`src/rtl/rxbuf_pkg.sv`:
```
`timescale 1ns/1ps
package rxbuf_pkg;
  localparam int HDR_BYTES = 4;
  localparam int LEN_W = 16;
  localparam int ST_CRC = 0;
  localparam int ST_ALIGN = 1;
  localparam int ST_SHORT = 2;
  localparam int ST_OVF = 3;
  localparam int ST_GOOD = 7;

  // strobes from control to datapath
  typedef struct packed {
    logic       payWr;
    logic       keep;
    logic       drop;
    logic       hdrWr;
    logic [1:0] hdrIdx;
    logic       publish;
    logic [7:0] hdrStat;
  } ctl_t;
endpackage

```
`src/rtl/rxbuf_dp.sv`:
```
`timescale 1ns/1ps
module rxbuf_dp
  import rxbuf_pkg::*;
#(
  parameter int DEPTH = 256,
  parameter int CRC_BYTES = 4,
  localparam int AW = $clog2(DEPTH),
  localparam int PW = AW + 1,
  localparam int FW = $clog2(CRC_BYTES + 1)
) (
  input  logic             clk,
  input  logic             rstN,
  input  logic             rxValid,
  input  logic [7:0]       rxData,
  input  logic             rxLast,
  input  ctl_t             ctl,
  input  logic             rdEn,
  output logic             dlFull,
  output logic [PW-1:0]    used,
  output logic [LEN_W-1:0] payLen,
  output logic             rdAvail,
  output logic [7:0]       rdData,
  output logic             rdValid
);
  logic [7:0]       dl [CRC_BYTES];
  logic [FW-1:0]    fill;
  logic [7:0]       mem [DEPTH];
  logic [PW-1:0]    wrPtr, frameBase, cmtPtr, rdPtr, hdrBase, wrNext;
  logic [LEN_W-1:0] hdrLen, lenNext;
  logic [AW-1:0]    hdrAddr;
  logic [7:0]       hdrByte;

  // delay line that holds back the trailing check bytes
  always_ff @(posedge clk) if (rxValid) dl[0] <= rxData;
  for (genvar g = 1; g < CRC_BYTES; g++) begin : g_dly
    always_ff @(posedge clk) if (rxValid) dl[g] <= dl[g-1];
  end

  always_ff @(posedge clk) begin
    if (!rstN) fill <= '0;
    else if (rxValid) begin
      if (rxLast) fill <= '0;
      else if (fill != FW'(CRC_BYTES)) fill <= fill + 1'b1;
    end
  end
  assign dlFull = (fill == FW'(CRC_BYTES));

  assign wrNext  = wrPtr + PW'(ctl.payWr);
  assign lenNext = payLen + LEN_W'(ctl.payWr);
  assign used    = wrPtr - rdPtr;
  assign rdAvail = (cmtPtr != rdPtr);
  assign hdrAddr = hdrBase[AW-1:0] + AW'(ctl.hdrIdx);

  always_comb begin
    case (ctl.hdrIdx)
      2'd0:    hdrByte = ctl.hdrStat;
      2'd1:    hdrByte = 8'h00;
      2'd2:    hdrByte = hdrLen[7:0];
      default: hdrByte = hdrLen[15:8];
    endcase
  end

  always_ff @(posedge clk) begin
    if (ctl.hdrWr) mem[hdrAddr] <= hdrByte;
    else if (ctl.payWr) mem[wrPtr[AW-1:0]] <= dl[CRC_BYTES-1];
  end

  always_ff @(posedge clk) begin
    if (!rstN) begin
      wrPtr     <= PW'(HDR_BYTES);
      frameBase <= '0;
      cmtPtr    <= '0;
      rdPtr     <= '0;
      hdrBase   <= '0;
      hdrLen    <= '0;
      payLen    <= '0;
      rdData    <= '0;
      rdValid   <= 1'b0;
    end else begin
      if (ctl.keep) begin
        hdrBase   <= frameBase;
        hdrLen    <= lenNext;
        frameBase <= wrNext;
        wrPtr     <= wrNext + PW'(HDR_BYTES);
        payLen    <= '0;
      end else if (ctl.drop) begin
        wrPtr  <= frameBase + PW'(HDR_BYTES);
        payLen <= '0;
      end else if (ctl.payWr) begin
        wrPtr  <= wrNext;
        payLen <= lenNext;
      end
      if (ctl.publish) cmtPtr <= frameBase;
      rdValid <= 1'b0;
      if (rdEn && rdAvail) begin
        rdData  <= mem[rdPtr[AW-1:0]];
        rdPtr   <= rdPtr + 1'b1;
        rdValid <= 1'b1;
      end
    end
  end
endmodule

```
`src/rtl/rxbuf_ctl.sv`:
```
`timescale 1ns/1ps
module rxbuf_ctl
  import rxbuf_pkg::*;
#(
  parameter int DEPTH = 256,
  parameter int MIN_LEN = 60,
  localparam int PW = $clog2(DEPTH) + 1
) (
  input  logic             clk,
  input  logic             rstN,
  input  logic             acceptBad,
  input  logic             rxValid,
  input  logic             rxLast,
  input  logic             rxCrcErr,
  input  logic             rxAlignErr,
  input  logic             dlFull,
  input  logic [PW-1:0]    used,
  input  logic [LEN_W-1:0] payLen,
  output ctl_t             ctl,
  output logic             rxOverflow
);
  typedef enum logic {ST_RECV, ST_HDR} state_t;
  state_t     state;
  logic [1:0] hdrCnt;
  logic       frmOvf;
  logic [7:0] statReg;

  logic wantWr, room, ovfNow, endNow, endOvf, isShort, good;
  logic [PW-1:0]    usedAfter;
  logic [LEN_W-1:0] lenFinal;
  logic [7:0]       statNow;

  always_comb begin
    wantWr    = rxValid && dlFull && !frmOvf;
    room      = used < PW'(DEPTH);
    ovfNow    = frmOvf || (wantWr && !room);
    endNow    = rxValid && rxLast;
    usedAfter = used + PW'(wantWr && room);
    lenFinal  = payLen + LEN_W'(wantWr && room);
    endOvf    = ovfNow || (usedAfter > PW'(DEPTH));
    isShort   = lenFinal < LEN_W'(MIN_LEN);
    good      = !(rxCrcErr || rxAlignErr || isShort || endOvf);
    statNow   = '0;
    statNow[ST_CRC]   = rxCrcErr;
    statNow[ST_ALIGN] = rxAlignErr;
    statNow[ST_SHORT] = isShort;
    statNow[ST_OVF]   = endOvf;
    statNow[ST_GOOD]  = good;

    ctl.payWr   = wantWr && room;
    ctl.keep    = endNow && !endOvf && (good || acceptBad);
    ctl.drop    = endNow && !ctl.keep;
    ctl.hdrWr   = (state == ST_HDR);
    ctl.hdrIdx  = hdrCnt;
    ctl.publish = (state == ST_HDR) && (hdrCnt == 2'd3);
    ctl.hdrStat = statReg;
  end

  always_ff @(posedge clk) begin
    if (!rstN) begin
      state      <= ST_RECV;
      hdrCnt     <= '0;
      frmOvf     <= 1'b0;
      statReg    <= '0;
      rxOverflow <= 1'b0;
    end else begin
      rxOverflow <= endNow && endOvf;
      if (endNow) frmOvf <= 1'b0;
      else if (ovfNow) frmOvf <= 1'b1;
      if (ctl.keep) statReg <= statNow;
      case (state)
        ST_RECV: if (ctl.keep) begin
          state  <= ST_HDR;
          hdrCnt <= '0;
        end
        default: begin
          hdrCnt <= hdrCnt + 1'b1;
          if (hdrCnt == 2'd3) state <= ST_RECV;
        end
      endcase
    end
  end
endmodule

```
`src/rtl/rx_pkt_buffer.sv`:
```
`timescale 1ns/1ps
module rx_pkt_buffer
  import rxbuf_pkg::*;
#(
  parameter int DEPTH = 256,
  parameter int CRC_BYTES = 4,
  parameter int MIN_LEN = 60
) (
  input  logic       clk,
  input  logic       rstN,
  input  logic       acceptBad,
  input  logic       rxValid,
  input  logic [7:0] rxData,
  input  logic       rxLast,
  input  logic       rxCrcErr,
  input  logic       rxAlignErr,
  input  logic       rdEn,
  output logic       rdAvail,
  output logic [7:0] rdData,
  output logic       rdValid,
  output logic       rxOverflow
);
  localparam int PW = $clog2(DEPTH) + 1;

  ctl_t             ctl;
  logic             dlFull;
  logic [PW-1:0]    used;
  logic [LEN_W-1:0] payLen;

  rxbuf_ctl #(.DEPTH(DEPTH), .MIN_LEN(MIN_LEN)) u_ctl (
    .clk(clk), .rstN(rstN), .acceptBad(acceptBad), .rxValid(rxValid),
    .rxLast(rxLast), .rxCrcErr(rxCrcErr), .rxAlignErr(rxAlignErr),
    .dlFull(dlFull), .used(used), .payLen(payLen), .ctl(ctl),
    .rxOverflow(rxOverflow)
  );

  rxbuf_dp #(.DEPTH(DEPTH), .CRC_BYTES(CRC_BYTES)) u_dp (
    .clk(clk), .rstN(rstN), .rxValid(rxValid), .rxData(rxData),
    .rxLast(rxLast), .ctl(ctl), .rdEn(rdEn), .dlFull(dlFull), .used(used),
    .payLen(payLen), .rdAvail(rdAvail), .rdData(rdData), .rdValid(rdValid)
  );
endmodule

```
`config.mk`:
```
export PLATFORM = sky130hd
export DESIGN_NAME = rx_pkt_buffer
export DESIGN_NICKNAME = d
export VERILOG_FILES = /design/src/rtl/rxbuf_pkg.sv /design/src/rtl/rxbuf_dp.sv /design/src/rtl/rxbuf_ctl.sv /design/src/rtl/rx_pkt_buffer.sv
export SDC_FILE = /design/constraint.sdc
export NUM_CORES = 2
export LEC_CHECK = 0
export BUFFER_PORTS_ARGS = -buffer_cell sky130_fd_sc_hd__buf_2
export CAP_MARGIN = 20
export CORE_MARGIN = 2
export CORE_UTILIZATION = 29
export CTS_BUF_LIST = sky130_fd_sc_hd__clkbuf_8 sky130_fd_sc_hd__clkbuf_16
export CTS_CLUSTER_SIZE = 24
export DETAILED_ROUTE_END_ITERATION = 10
export SLEW_MARGIN = 10
export SYNTH_ARGS = -nofsm -noshare
export SYNTH_HDL_FRONTEND = slang
export SYNTH_HIERARCHICAL = 1
export SYNTH_SLANG_ARGS = --single-unit
```
`constraint.sdc`:
```
create_clock -name clk -period 12.1 [get_ports clk]
set_input_delay 2.42 -clock clk [delete_from_list [all_inputs] [get_ports clk]]
set_output_delay 2.42 -clock clk [all_outputs]
set_load 0.02 [all_outputs]
```
# ---- Yosys cells after proc, flatten, opt, wreduce, memory -nomap -nowiden
# Memories as Yosys holds them, arrays and structs flattened. A register that Yosys moved wholly into a read port is not among the register bits.
# Cells that the tools add are included.
dict set report word_totals {
  regBits 90
  ram_bits 2080
  in_bits 16
  word_cells 89
  n_memories 2
}
dict set report op_classes {
  addsub 10
  magnitude_cmp 3
  n_eq_ne 6
  n_mux 22
  n_bitwise 1
  reduce_logical 31
}
# name words width rd rd_clocked_by_memory_dff wr line_no
set memory_table {}
lappend memory_table {u_dp.mem 256 8 1 1 1 rxbuf_dp.sv:27} ;# logic [7:0] mem [DEPTH];
lappend memory_table {u_dp.dl 4 8 4 0 4 rxbuf_dp.sv:25} ;# logic [7:0] dl [CRC_BYTES];
# cell n
set ops {}
lappend ops {{$mux W9} 3}
lappend ops {{$pmux W8 S3} 1}
lappend ops {{$add A9 B1 Y9} 2}
lappend ops {{$add A9 B3 Y9 const B} 2}
lappend ops {{$add A16 B1 Y16} 1}
lappend ops {{$lt A16 B6 Y1 const B} 1}
lappend ops {{$mux W8} 2}
lappend ops {{$mux W1} 12}
lappend ops {{$logic_and A1 B1 Y1} 11}
lappend ops {{$add A9 B1 Y9 const B} 1}
lappend ops {{$gt A9 B9 Y1 const B} 1}
lappend ops {{$lt A9 B9 Y1 const B} 1}
lappend ops {{$ne A9 B9 Y1} 1}
lappend ops {{$sub A9 B9 Y9} 1}
lappend ops {{$add A8 B2 Y8} 1}
lappend ops {{$reduce_or A8 Y1} 1}
lappend ops {{$logic_not A1 Y1} 6}
lappend ops {{$logic_or A1 B1 Y1} 6}
lappend ops {{$mux W3} 2}
lappend ops {{$eq A2 B2 Y1 const B} 2}
lappend ops {{$mux W2} 2}
lappend ops {{$reduce_bool A2 Y1} 2}
lappend ops {{$add A3 B1 Y3 const B} 1}
lappend ops {{$eq A3 B3 Y1 const B} 1}
lappend ops {{other kinds (9)} 9}

# ---- Depth between registers and ports, before layout
dict set report depth {
  ltp_word 15
  depth_mapped 27
}

# ---- Cells and area by module
# The synthesis kept the hierarchy.
# module instances cells_per_inst area_each_um2
set by_module_without_submodules {}
lappend by_module_without_submodules {rxbuf_dp 1 4373 85165.4}
lappend by_module_without_submodules {rxbuf_ctl 1 94 788.3}

# ---- Worst setup path after synthesis
# OpenSTA, ideal clock, no wires.
dict set report synth_timing {
  path_kind {register to register}
  from {register u_dp.rdPtr[2]}
  to {memory u_dp.mem[0][6], data pin}
  setup_ps 1392
  arrival_ps 9510
  required_time_ps 10708
  setup_slack_ps 1198
  path_stages_with_launch 19
  n_path_buf 4
  synth_period_minus_slack_ps 10902
  path_cell_list {dfxtp_1 > buf_2 > inv_2 > clkbuf_1 > clkbuf_1 > ha_1 > nor2b_1 > o21ai_0 > a21boi_0 > o21a_1 > o21ai_0 > nand2b_1 > a21oi_1 > xnor2_1 > and4bb_2 > nor2b_1 > clkbuf_1 > a221oi_1 > nor2_1}
}
# element line_no
set synth_rtl {}
lappend synth_rtl {{from (decl)} rxbuf_dp.sv:28} ;# logic [PW-1:0] wrPtr, frameBase, cmtPtr, rdPtr, hdrBase, wrNext;
lappend synth_rtl {{from (signal assigned)} rxbuf_dp.sv:97} ;# rdPtr <= rdPtr + 1'b1;
lappend synth_rtl {{to (decl)} rxbuf_dp.sv:27}

==> impl_metrics.tcl <==
set metrics [dict create \
    run_status "finished clean" \
    tns_ns 0 \
    crit_arrival_ns 7.87 \
    ant_nets 0 \
    crit_chain "inv_4 > ha_1 > nor2b_1 > o21ai_0 > a21boi_0 > o21a_1 > o21ai_0 > nand2b_1 > a21oi_1 > xnor2_1 > and4bb_2 > nor2b_1 > a21oi_1 > nor2_1 > nand2_1 > nor2_1" \
    syn-cell-area_sq_mm 0.08595 \
    dp_hpwl_microns 141600 \
    synth-seq-area-share_pct 74.95 \
    grt_pass1_vias 44406 \
    cp.required_ns 12.57 \
    post-place-ws_ns 4.369 \
    vias 45133 \
    routabilityCongestion 0.8360 \
    synth_top_family_by_area "multiplexers" \
    clkSinkCount 2178 \
    whs_ns 0.4227 \
    finalCritPeriodShare_pct 61.18 \
    drcViolationCount 0 \
    clk_latency_ns 0.86 \
    grt.met1_usage_pct 22.11 \
    rows 199 \
    tightestPinTransition_ns 1.224 \
    synth_edf_count 2080 \
    cts_setup_buffers 0 \
    peakVddDrop_uv 134.4 \
    synthSimpleGateAreaFrac_pct 3.657 \
    use_met2_pct 24.15 \
    cts_root_buf "clkbuf_16" \
    reg2reg_depth 16 \
    synth-seq-cells 2178 \
    drive_gt1_share_pct 20.14 \
    startpoint_type "register" \
    crit_type "reg -> reg" \
    grt_max_degree 189 \
    viasPerCell 5.219 \
    gr-usage-met3_pct 3.056 \
    fmax_mhz 135.1 \
    synth-adder-area-share_pct 0.3668 \
    slew_headroom_pct 18.14 \
    grt_pass1_wl_microns 339600 \
    dieArea_sq_mm 0.3008 \
    cts_buffers 212 \
    fin_crit_ns 7.403 \
    drt_wl_total_microns 238700 \
    crit_buf_inv 1 \
    synthMuxAreaShare_pct 14.53 \
    globalRouteOverflowTotal 0 \
    rsz0062_at_grt "no" \
    cpPeakStageDelay_ns 0.92 \
    maxSlewViolCount 0 \
    port_buffers 26 \
    antenna_found_initial 8 \
    synth_ff_type "edfxtp_1" \
    finalHoldViolations 0 \
    p_leak_nw 27.66 \
    wire_per_inst_microns 27.60 \
    avgSynthCellArea_sq_um 19.24 \
    start_util_pct 29.21 \
    setup_slack_ns 4.697 \
    nets 4589 \
    cts_resized 0 \
    area_growth_pct 13.52 \
    clk_path_buf_depth 3 \
    powerDensity_mw_per_mm2 154.5 \
    synthXorXnorAreaFrac_pct 0.7438 \
    dp.cells 8253 \
    grt_usage_pct 15.53 \
    drv_cap 0 \
    io_pins 27 \
    placed_area_sq_mm 0.09059 \
    syn_inst 4467 \
    die_height_microns 548.4 \
    drtIter0Drc 5939 \
    synth_compound_area_share_pct 3.924 \
    finalSetupViolations 0 \
    fin_worst_skew_ns 0.06651 \
    htreeDepth 4 \
    final_cell_area_sq_mm 0.09758 \
    hold_path.class "reg -> reg" \
    busiest_layer "met2" \
    whs_path_depth 0 \
    die_w_microns 548.4 \
    final_cells 8647 \
    slowest_stage "nor2b_1" \
    synth_warnings 6 \
    path_depth 16 \
    path_max_fanout 27 \
    path_clk_slew_ns 0.06 \
    end_kind "register" \
    fp.coreArea_sq_mm 0.2943 \
    drtPass1Iterations 6 \
    mostFrequentLayoutCells "2,080 x edfxtp_1, 452 x mux4_2, 406 x nor2_1" \
    final_common_cell "edfxtp_1" \
    synthArstFlopShare_pct 0 \
    ctsHoldBuffers 0 \
    synth_cell_types 82 \
    cts_tree "built" \
    path_delay_family "simple AND/OR/NAND/NOR gates" \
]
-- registers in the layout, summed over array words and instances, names as in the netlist --
name / count
u_dp/wrPtr: 9
u_dp/rdData: 8
u_ctl/statReg: 5
u_ctl/rxOverflow: 1
u_dp/hdrLen: 16
u_dp/dl: 32
u_dp/hdrBase: 8
u_dp/rdValid: 1
u_ctl/frmOvf: 1
u_dp/cmtPtr: 9
u_dp/rdPtr: 9
u_ctl/hdrCnt: 2
u_dp/frameBase: 9
u_dp/mem: 2048
u_ctl/state: 1
u_dp/payLen: 16
u_dp/fill: 3
-- worst register-to-register path: cells and delay by family (launching register included) --
kind,cells,cell delay (ns)
AO/OA/AOI/OAI,6,1.14
XOR/XNOR,1,0.15
adder cells (fa/ha/maj),1,0.39
buffers and inverters,1,0.27
flip-flops,1,0.65
AND/OR/NAND/NOR,7,4.42
-- per-layer routing --
layer / routed length (microns) / vias up
met5: 0 / -
met4: 6202 / 0
met3: 22690 / 312
met2: 110300 / 2436
met1: 99440 / 24018
li1: - / 18367
-- cell usage after synthesis, drive strengths merged (12+ instances only) --
cell type | instances | area share (%)
inv | 28 | 0.12
nor3 | 12 | 0.070
ha | 22 | 0.32
buf | 137 | 1.1
mux2i | 217 | 2.5
xor2 | 40 | 0.41
dfxtp | 98 | 2.3
edfxtp | 2080 | 73
o22ai | 21 | 0.15
xnor2 | 33 | 0.34
nor2b | 18 | 0.13
nor2 | 419 | 1.8
o21ai | 63 | 0.37
a22oi | 66 | 0.58
mux2 | 12 | 0.16
nand3 | 47 | 0.27
a221oi | 57 | 0.59
and3 | 15 | 0.11
mux4 | 452 | 12
nand2 | 154 | 0.67
a31oi | 18 | 0.15
nand4 | 26 | 0.21
a21oi | 107 | 0.63
a211oi | 46 | 0.41
clkbuf | 127 | 0.55
o221ai | 26 | 0.26
-- kinds of logic after synthesis --
family | Yosys count
AOI/OAI and AO/OA | 483
xor gates and xnor gates | 73
adders and majority gates | 24
buffers and inverters | 294
DFF | 2178
muxes | 681
other | 1
and+or+nand+nor | 733
-- final cells by class --
class,count,area [sq um]
Antenna cell,2,5.005
Clock buffer,212,5305
Clock inverter,179,1665
Fill cell,27714,196700
Inverter,30,116.4
Multi-Input combinational cell,1997,20100
Sequential cell,2178,64440
Tap cell,3919,4903
Timing Repair Buffer,130,1039
-- per-stage QoR --
| step | total power, mW | util [%] |
|---|---|---|
| 3_3_place_gp | 8.664 | 30.77 |
| 2_1_floorplan | 8.578 | - |
| 6_report | 15.07 | 33.15 |
| 5_1_grt | 15.50 | 33.15 |
| 3_5_place_dp | 8.668 | 30.78 |
| 4_1_cts | 15.18 | 33.15 |
-- power breakdown --
group	internal [mW]	total, mW	switching [mW]
clock	3.70	6.56	2.87
combinational	0.0439	0.232	0.188
sequential	8.26	8.28	0.0171
total	12.0	15.1	3.07
-- path summary, 6_finish.rpt --
kind | start | slack, ns | to
max | u_dp/rdPtr[2]$_SDFFE_PN0P_ | 4.70 | u_dp/mem[116][5]$_DFFE_PP_
max reg2reg | u_dp/rdPtr[2]$_SDFFE_PN0P_ | 4.70 | u_dp/mem[116][5]$_DFFE_PP_
min | u_dp/dl[1][0]$_DFFE_PP_ | 0.42 | u_dp/dl[2][0]$_DFFE_PP_
min reg2reg | u_dp/dl[1][0]$_DFFE_PP_ | 0.42 | u_dp/dl[2][0]$_DFFE_PP_
Note: power is estimated with default switching activity, not from simulation.
